===== src/rtl/msf_pkg.sv =====
package msf_pkg;

   typedef enum logic [1:0] {
      SF_BEFORE = 2'd0,
      SF_INCL   = 2'd1,
      SF_ONLY   = 2'd2
   } sf_mode_e;

   localparam logic [6:0] SF_OPCODE = 7'b1010111;
   localparam logic [2:0] SF_FUNCT3 = 3'b010;
   localparam logic [5:0] SF_FUNCT6 = 6'b010110;

   localparam logic [4:0] SF_SEL_BEFORE = 5'b00001;
   localparam logic [4:0] SF_SEL_INCL   = 5'b00011;
   localparam logic [4:0] SF_SEL_ONLY   = 5'b00010;

endpackage


===== src/rtl/msf_decode.sv =====
module msf_decode
   import msf_pkg::*;
(
   input  logic [31:0] instr,
   output sf_mode_e    mode,
   output logic        mask_off,
   output logic        illegal
);

   logic sel_ok;
   logic fmt_ok;

   always_comb begin
      mode   = SF_BEFORE;
      sel_ok = 1'b1;
      case (instr[19:15])
         SF_SEL_BEFORE: mode = SF_BEFORE;
         SF_SEL_INCL:   mode = SF_INCL;
         SF_SEL_ONLY:   mode = SF_ONLY;
         default:       sel_ok = 1'b0;
      endcase
   end

   assign fmt_ok   = (instr[6:0] == SF_OPCODE) && (instr[14:12] == SF_FUNCT3) &&
                     (instr[31:26] == SF_FUNCT6);
   assign illegal  = !(fmt_ok && sel_ok);
   assign mask_off = instr[25];

endmodule


===== src/rtl/msf_window.sv =====
module msf_window #(
   parameter int N  = 64,
   parameter int CW = $clog2(N + 1)
) (
   input  logic          mask_off,
   input  logic [N-1:0]  gov,
   input  logic [CW-1:0] vl,
   input  logic [CW-1:0] vlmax,
   output logic [N-1:0]  act,
   output logic [N-1:0]  tail
);

   for (genvar i = 0; i < N; i++) begin : g_elem
      logic below_vl;
      logic below_max;
      assign below_vl  = CW'(i) < vl;
      assign below_max = CW'(i) < vlmax;
      assign act[i]    = below_vl && below_max && (mask_off || gov[i]);
      assign tail[i]   = (vl != '0) && !below_vl && below_max;
   end

endmodule


===== src/rtl/msf_prefix.sv =====
module msf_prefix #(
   parameter int N        = 64,
   parameter bit LOG_TREE = 1'b1
) (
   input  logic [N-1:0] hit,
   output logic [N-1:0] found
);

   if (LOG_TREE) begin : g_tree
      logic [N-1:0] acc;
      always_comb begin
         acc = hit;
         for (int s = 1; s < N; s = s * 2) begin
            acc = acc | (acc << s);
         end
      end
      assign found = {acc[N-2:0], 1'b0};
   end else begin : g_ripple
      logic [N-1:0] chain;
      logic         run;
      always_comb begin
         run = 1'b0;
         for (int i = 0; i < N; i++) begin
            chain[i] = run;
            run      = run | hit[i];
         end
      end
      assign found = chain;
   end

endmodule


===== src/rtl/msf_select.sv =====
module msf_select
   import msf_pkg::*;
#(
   parameter int N = 64
) (
   input  sf_mode_e     mode,
   input  logic         illegal,
   input  logic [N-1:0] src,
   input  logic [N-1:0] act,
   input  logic [N-1:0] tail,
   input  logic [N-1:0] found,
   output logic [N-1:0] dest,
   output logic [N-1:0] we
);

   logic [N-1:0] lead;
   logic [N-1:0] first;
   logic [N-1:0] fill;

   assign lead  = act & ~found;
   assign first = lead & src;

   always_comb begin
      case (mode)
         SF_BEFORE: fill = lead & ~src;
         SF_INCL:   fill = lead;
         default:   fill = first;
      endcase
   end

   assign dest = illegal ? '0 : fill;
   assign we   = illegal ? '0 : (act | tail);

endmodule


===== src/rtl/msf_unit.sv =====
module msf_unit
   import msf_pkg::*;
#(
   parameter int N        = 64,
   parameter bit LOG_TREE = 1'b1,
   parameter int CW       = $clog2(N + 1)
) (
   input  logic          clk,
   input  logic          rst_n,
   input  logic          start,
   input  logic [31:0]   instr,
   input  logic [N-1:0]  src_mask,
   input  logic [N-1:0]  gov_mask,
   input  logic [CW-1:0] vl,
   input  logic [CW-1:0] vlmax,
   output logic [N-1:0]  dest_mask,
   output logic [N-1:0]  dest_we,
   output logic          illegal,
   output logic          done
);

   if (N < 2) begin : g_bad_n
      $error("msf_unit: N must be at least 2");
   end
   if (CW < $clog2(N + 1)) begin : g_bad_cw
      $error("msf_unit: CW too narrow to hold N");
   end

   sf_mode_e     mode;
   logic         mask_off;
   logic         ill_c;
   logic [N-1:0] act;
   logic [N-1:0] tail;
   logic [N-1:0] found;
   logic [N-1:0] dest_c;
   logic [N-1:0] we_c;

   msf_decode u_dec (
      .instr    (instr),
      .mode     (mode),
      .mask_off (mask_off),
      .illegal  (ill_c)
   );

   msf_window #(.N(N), .CW(CW)) u_win (
      .mask_off (mask_off),
      .gov      (gov_mask),
      .vl       (vl),
      .vlmax    (vlmax),
      .act      (act),
      .tail     (tail)
   );

   msf_prefix #(.N(N), .LOG_TREE(LOG_TREE)) u_pfx (
      .hit   (src_mask & act),
      .found (found)
   );

   msf_select #(.N(N)) u_sel (
      .mode    (mode),
      .illegal (ill_c),
      .src     (src_mask),
      .act     (act),
      .tail    (tail),
      .found   (found),
      .dest    (dest_c),
      .we      (we_c)
   );

   always_ff @(posedge clk or negedge rst_n) begin
      if (!rst_n) begin
         dest_mask <= '0;
         dest_we   <= '0;
         illegal   <= 1'b0;
         done      <= 1'b0;
      end else begin
         done <= start;
         if (start) begin
            dest_mask <= dest_c;
            dest_we   <= we_c;
            illegal   <= ill_c;
         end
      end
   end

   assert_done_follows_start_R11: assert property (@(posedge clk) disable iff (!rst_n)
      start |=> done);
   assert_done_single_R11: assert property (@(posedge clk) disable iff (!rst_n)
      !start |=> !done);
   assert_outputs_hold_R11: assert property (@(posedge clk) disable iff (!rst_n)
      !start |=> ($stable(dest_mask) && $stable(dest_we)));
   assert_illegal_no_write_R10: assert property (@(posedge clk) disable iff (!rst_n)
      illegal |-> (dest_we == '0));
   assert_vl_zero_no_write_R8: assert property (@(posedge clk) disable iff (!rst_n)
      (start && vl == '0) |=> (dest_we == '0));
   assert_only_one_R4: assert property (@(posedge clk) disable iff (!rst_n)
      (start && mode == SF_ONLY) |=> $onehot0(dest_mask));
   assert_unwritten_zero_R5: assert property (@(posedge clk) disable iff (!rst_n)
      (dest_mask & ~dest_we) == '0);
   assert_found_sticky_R6: assert property (@(posedge clk) disable iff (!rst_n)
      start |-> ((found[N-2:0] & ~found[N-1:1]) == '0));

endmodule


===== config.mk =====
export PLATFORM = sky130hd
export DESIGN_NAME = msf_unit
export DESIGN_NICKNAME = d
export VERILOG_FILES = /design/src/rtl/msf_pkg.sv /design/src/rtl/msf_decode.sv /design/src/rtl/msf_window.sv /design/src/rtl/msf_prefix.sv /design/src/rtl/msf_select.sv /design/src/rtl/msf_unit.sv
export SDC_FILE = /design/constraint.sdc
export NUM_CORES = 1
export LEC_CHECK = 0
export BUFFER_PORTS_ARGS = -buffer_cell sky130_fd_sc_hd__buf_2
export CORE_MARGIN = 1
export CORE_UTILIZATION = 50
export CTS_CLUSTER_DIAMETER = 200
export DETAILED_ROUTE_END_ITERATION = 8
export HOLD_SLACK_MARGIN = 0.02
export PLACE_DENSITY = 0.79
export SLEW_MARGIN = 10
export SYNTH_ARGS = -nofsm -noshare
export SYNTH_HDL_FRONTEND = slang
export SYNTH_SLANG_ARGS = --single-unit

===== constraint.sdc =====
create_clock -name clk -period 1.15 [get_ports clk]
set_clock_uncertainty 0.15 [all_clocks]
set_input_delay 0.0575 -clock clk [delete_from_list [all_inputs] [get_ports clk]]
set_output_delay 0.0575 -clock clk [all_outputs]
set_load 0.01 [all_outputs]

==> parameters.txt, run 1 <==
Parameter                              Value

Outcome
  Status    did not finish
  Stage reached    clock tree synthesis
  Tool error    [ERROR DPL-0033] detailed placement checks failed during check placement.

Yosys
  Cell area after synthesis    9270 sq um
  Top cell type's share of synthesized area    0.351
  Post-synthesis cell count    1100
  EDFF count, synth    0
  Sequential cell area fraction in the yosys report    0.351
  Most area-hungry cell type in the Yosys netlist    sky130_fd_sc_hd__dfrtp_1
  Post-synth cell types    86
  Total of warnings raised by yosys    0
  Mean Syn Cell Area    8.42 sq um
  Most numerous cell in the Yosys netlist    sky130_fd_sc_hd__dfrtp_1
  Leading register cell type out of synthesis    sky130_fd_sc_hd__dfrtp_1
  Main area contributors after synthesis    sky130_fd_sc_hd__dfrtp_1, sky130_fd_sc_hd__o2bb2ai_1, sky130_fd_sc_hd__nand2_1
  Fraction of synthesis flops using an asynchronous set or reset pin    1.00
  Cell types with the highest counts after synthesis    sky130_fd_sc_hd__dfrtp_1, sky130_fd_sc_hd__nand2_1, sky130_fd_sc_hd__nor2_1
  Post-synthesis register bit count    130
  Total nets after synthesis    1277

Clock tree
  Maximum root-to-sink buffer count    2
  Number of levels the H-tree was split into    4
  Number of clock sinks    130
  Post-CTS resize count    282
  CTS Buf Count    17
  Clk Tree Root Cell    sky130_fd_sc_hd__clkbuf_16
  Number of setup buffers added after CTS    70
  Number of buffers inserted by hold repair at cts    67

Floorplan
  Number of top-level pins    307
  Height of the die    138 microns
  Placement Rows    49
  Horizontal die dimension    138 microns
  Initial standard-cell utilization of the core    0.512

Placed design
  Dpl hpwl    36000 microns
  Post-placement setup slack    -1.79 ns
  Routability-driven placement congestion ratio    0.997
  Number of input and output port buffers inserted    296
per-stage QoR:
step	utilization	cells	hold slack, ns	cell area (sq um)
floorplan	-	1100	-0.388	10100
global placement	0.799	1932	-0.203	14500
detailed placement	0.799	1932	-0.197	14500
kinds of logic after synthesis:
group,count (synthesis),synth area share
AOI/OAI and AO/OA,439,0.362
DFF,130,0.351
and+or+nand+nor,406,0.226
buffers and inverters,125,0.0614
==> run 2: changes to the inputs <==
CORE_UTILIZATION = 35   (was 50)
CTS_CLUSTER_DIAMETER = unset   (was 200)
HOLD_SLACK_MARGIN = unset   (was 0.02)
PLACE_DENSITY = unset   (was 0.79)
PLACE_DENSITY_LB_ADDON = 0.15   (was unset)
==> run 2 against run 1 <==
The flow now finishes, with violations (hold timing, setup timing). Area after synthesis is the same. Synthesized cell count is the same.
==> parameters.txt, run 2 <==
Parameter                              Value

Yosys
  Main area contributors after synthesis    sky130_fd_sc_hd__dfrtp_1, sky130_fd_sc_hd__o2bb2ai_1, sky130_fd_sc_hd__nand2_1
  Sequential cell area fraction in the yosys report    0.351 (unchanged)
  Total of warnings raised by yosys    0 (unchanged)
  Top cell type's share of synthesized area    0.351 (unchanged)
  Post-synth cell types    86 (unchanged)
  Post-synthesis cell count    1100 (unchanged)
  Cell area after synthesis    9270 sq um (unchanged)
  Leading register cell type out of synthesis    sky130_fd_sc_hd__dfrtp_1
  Most numerous cell in the Yosys netlist    sky130_fd_sc_hd__dfrtp_1
  Cell types with the highest counts after synthesis    sky130_fd_sc_hd__dfrtp_1, sky130_fd_sc_hd__nand2_1, sky130_fd_sc_hd__nor2_1
  EDFF count, synth    0 (unchanged)
  Mean Syn Cell Area    8.42 sq um (unchanged)
  Total nets after synthesis    1277 (unchanged)
  Post-synthesis register bit count    130 (unchanged)
  Most area-hungry cell type in the Yosys netlist    sky130_fd_sc_hd__dfrtp_1
  Fraction of synthesis flops using an asynchronous set or reset pin    1.00 (unchanged)

Pwr
  Reported net switching power    0.00491 W
  Portion of total power attributed to sequential cells    0.300
  Pwr per Cell Area    792 nW/um^2
  Fraction of power consumed by combinational cells    0.318
  VDD IR max    741 uV
  Cell leakage power    9.05 nW
  Clock power share    0.382
  Cell Int Power    0.0103 W
  Switching power as a share of total power    0.322

Worst hold path
  Type of the most critical hold path    input port to register
  Source of the worst hold timing path    gov_mask[20]
  Worst min-delay path endpoint    dest_we[20]$_DFFE_PN0P_
  Hold Path Cell Cnt    4

Floorplan
  DIE AREA    27100 sq um
  Placeable core region    26000 sq um
  Number of top-level pins    307 (unchanged)
  Initial standard-cell utilization of the core    0.357 (-0.156)
  Height of the die    165 microns (+19%)
  Horizontal die dimension    165 microns (+19%)
  Placement Rows    59 (+20%)

Outcome
  Violations in the final reports    hold timing, setup timing
  Status    finished with violations

Placed design
  Area after DPL    14700 sq um (+1.3%)
  Routability-driven placement congestion ratio    1.02 (+2.4%)
  Number of input and output port buffers inserted    296 (unchanged)
  Dpl hpwl    37100 microns (+2.8%)

Clock tree
  Maximum root-to-sink buffer count    2 (unchanged)
  Number of levels the H-tree was split into    4 (unchanged)
  Number of clock sinks    130 (unchanged)
  Clock-pin transition on the worst setup and hold timing paths    0.06 ns
  Clk Tree Root Cell    sky130_fd_sc_hd__clkbuf_16
  CTS Buf Count    17 (unchanged)
  Number of buffers inserted by hold repair at cts    65 (-3.0%)
  Skew-Pair Late Insertion Delay    0.44 ns
  Clock tree from TritonCTS    done

STA
  Count of endpoints failing hold in the final timing report    31
  Final WS setup    -1.07 ns
  Tmin final    2.22 ns
  Maximum clock frequency    0.451 GHz
  Slew at the pin closest to its max-slew limit    0.707 ns
  Setup tns final    -86.85 ns
  Final Max Tran Viols    0
  Minimum hold slack    -0.121 ns
  Final setup violating endpoints    246
  RSZ-0062 raised after global routing    true
  Max transition margin    0.524
  Fraction of the cycle the final worst path needs    1.93

Critical path
  Path type of the worst setup path    input port to register
  Required @ worst endpoint    1.35 ns
  Combined buffer and inverter count along the critical path    4
  Kind of end point of the critical path    register
  R2R setup slack    0.04 ns
  R2R cell count    2
  Ordered cell list for the critical path    buf_8 -> buf_8 -> buf_6 -> a211oi_4 -> nor2_2 -> a32oi_2 -> a21bo_2 -> a2111oi_4 -> nand4_2 -> buf_12 -> o31ai_2
  Family with the most delay on the worst path    compound AO/OA/AOI/OAI gates
  Launch point of the worst reg-to-reg path    dest_we[11]$_DFFE_PN0P_
  Data arrival time of the worst path    2.41 ns
  Highest cell delay on the worst timing path    0.37 ns
  Master of the slowest instance on the critical path    sky130_fd_sc_hd__a2111oi_4
  Max Fanout on Critical Path    21
  Cell repeated most along the worst path    sky130_fd_sc_hd__buf_8
  Startpoint type of the worst setup path    input port
  Capture instance of the worst register-to-register path    dest_we[11]$_DFFE_PN0P_

Detailed routing
  Detail-routed net length per standard cell    22.8 microns
  Post-detailed-route via-to-cell ratio    5.91
  Top sig layer    met4
  Number of detailed-routing iterations run before antenna repair    6
  Total Wirelength    52800 microns
  Remaining number of nets flagged by the antenna check after routing    0
  Detailed-routing wirelength on met1    21000 microns
  DRT iter0 DRCs    1445
  Met3 wirelength from detailed routing    4760 microns
  Post-detailed-route DRC marker count    0
  Routed length on met2    24300 microns
  Total vias in the final route    13687

Global route
  Remaining global-route overflow    0
  GRT Total Usage    0.377
  Wire length of the first global-routing pass    76300 microns
  Antenna violations before repair    0
  Largest net degree at the start of global routing    43
  Number of global-route vias before repair    13329

Cells and area
  Most common cell after layout, fill and taps aside    sky130_fd_sc_hd__buf_4
  Antenna diode count    0
  Synthesis-to-finish area growth    108%
  Final core utilization    0.741
  Ratio of cells with drive above 1 in the final layout    0.608
  Net count, final    2145
  Regs by FF count    dest_mask x64, dest_we x64
  Final design instance area without fill    19200 sq um
  Leading cell types in the layout, fill and taps excluded    sky130_fd_sc_hd__buf_4, sky130_fd_sc_hd__buf_2, sky130_fd_sc_hd__dfrtp_1

Job
  Number of max-capacitance violations reported    0
-- run 2: cell counts after synthesis --
Identical to the previous run, type by type.
-- run 2: timing repair --
| item | 4_1_cts | 5_1_grt |
|---|---|---|
| gates resized for setup | 268 | 145 |
| endpoints found under the hold margin | 208 | 30 |
| setup buffers | 136 | 39 |
| cloned | 2 | 1 |
| pin swaps | 49 | 51 |
| setup endpoints to repair | 259 | 259 |
-- run 2: through the flow --
step,worst slack (ns),instances,hold WS (ns),power [W]
final,-1.07,2315,-0.121,0.0152
after global routing,-1.13,2315,-0.100,0.0157
after CTS,-1.03,2283,-0.126,0.0148
after detailed placement,-1.56,2057,-0.181,0.00844
after global placement,-1.59,2057,-0.179,0.00842
after floorplan,-1.16,1100,-0.388,0.00625
-- run 2: power groups by stage --
stage / registers (W) / clock network (W) / logic [W]
2_1_floorplan: 0.00466 / 0 / 0.00159
3_3_place_gp: 0.00466 / 0 / 0.00376
3_5_place_dp: 0.00466 / 0 / 0.00378
4_1_cts: 0.00458 / 0.00581 / 0.00443
5_1_grt: 0.00457 / 0.00602 / 0.00507
6_report: 0.00457 / 0.00582 / 0.00485
-- run 2: cell type report --
type / instances / area (sq um)
timing repair buffer: 953 / 7450
multi-input combinational: 845 / 7440
fill: 1848 / 6740
sequential: 130 / 3260
clock buffer: 19 / 443
tap: 335 / 419
clock inverter: 12 / 158
inverter: 21 / 80.1
-- run 2: worst max-delay path by stage --
stage | from | end | depth (start not counted)
after floorplan | vlmax[4] | dest_mask[56]$_DFFE_PN0P_ | 9
after global placement | vl[6] | dest_mask[36]$_DFFE_PN0P_ | 11
after detailed placement | vl[6] | dest_mask[58]$_DFFE_PN0P_ | 11
after CTS | vl[6] | dest_mask[56]$_DFFE_PN0P_ | 11
after global routing | vl[6] | dest_mask[55]$_DFFE_PN0P_ | 11
final | vl[6] | dest_mask[55]$_DFFE_PN0P_ | 11
-- run 2: metal layers --
| metal | up-vias | global-route usage |
|---|---|---|
| met3 | 204 | 0.0668 |
| met4 | 0 | 0.186 |
| met2 | 828 | 0.604 |
| met1 | 6619 | 0.487 |
| met5 | - | 0 |
| li1 | 6036 | - |
-- run 2: cells by family after synthesis --
kind of cell    Yosys count  share of synthesized area
buf+inv                 125                     0.0614
simple gates            406                      0.226
flops                   130                      0.351
compound gates          439                      0.362
-- run 2: tightest hold or removal path: cells and delay by family --
kind            cells  cell delay [ns]
buf+inv             1             0.09
compound gates      1             0.15
simple gates        2             0.14
No activity file was read; power rests on OpenSTA's default activity.
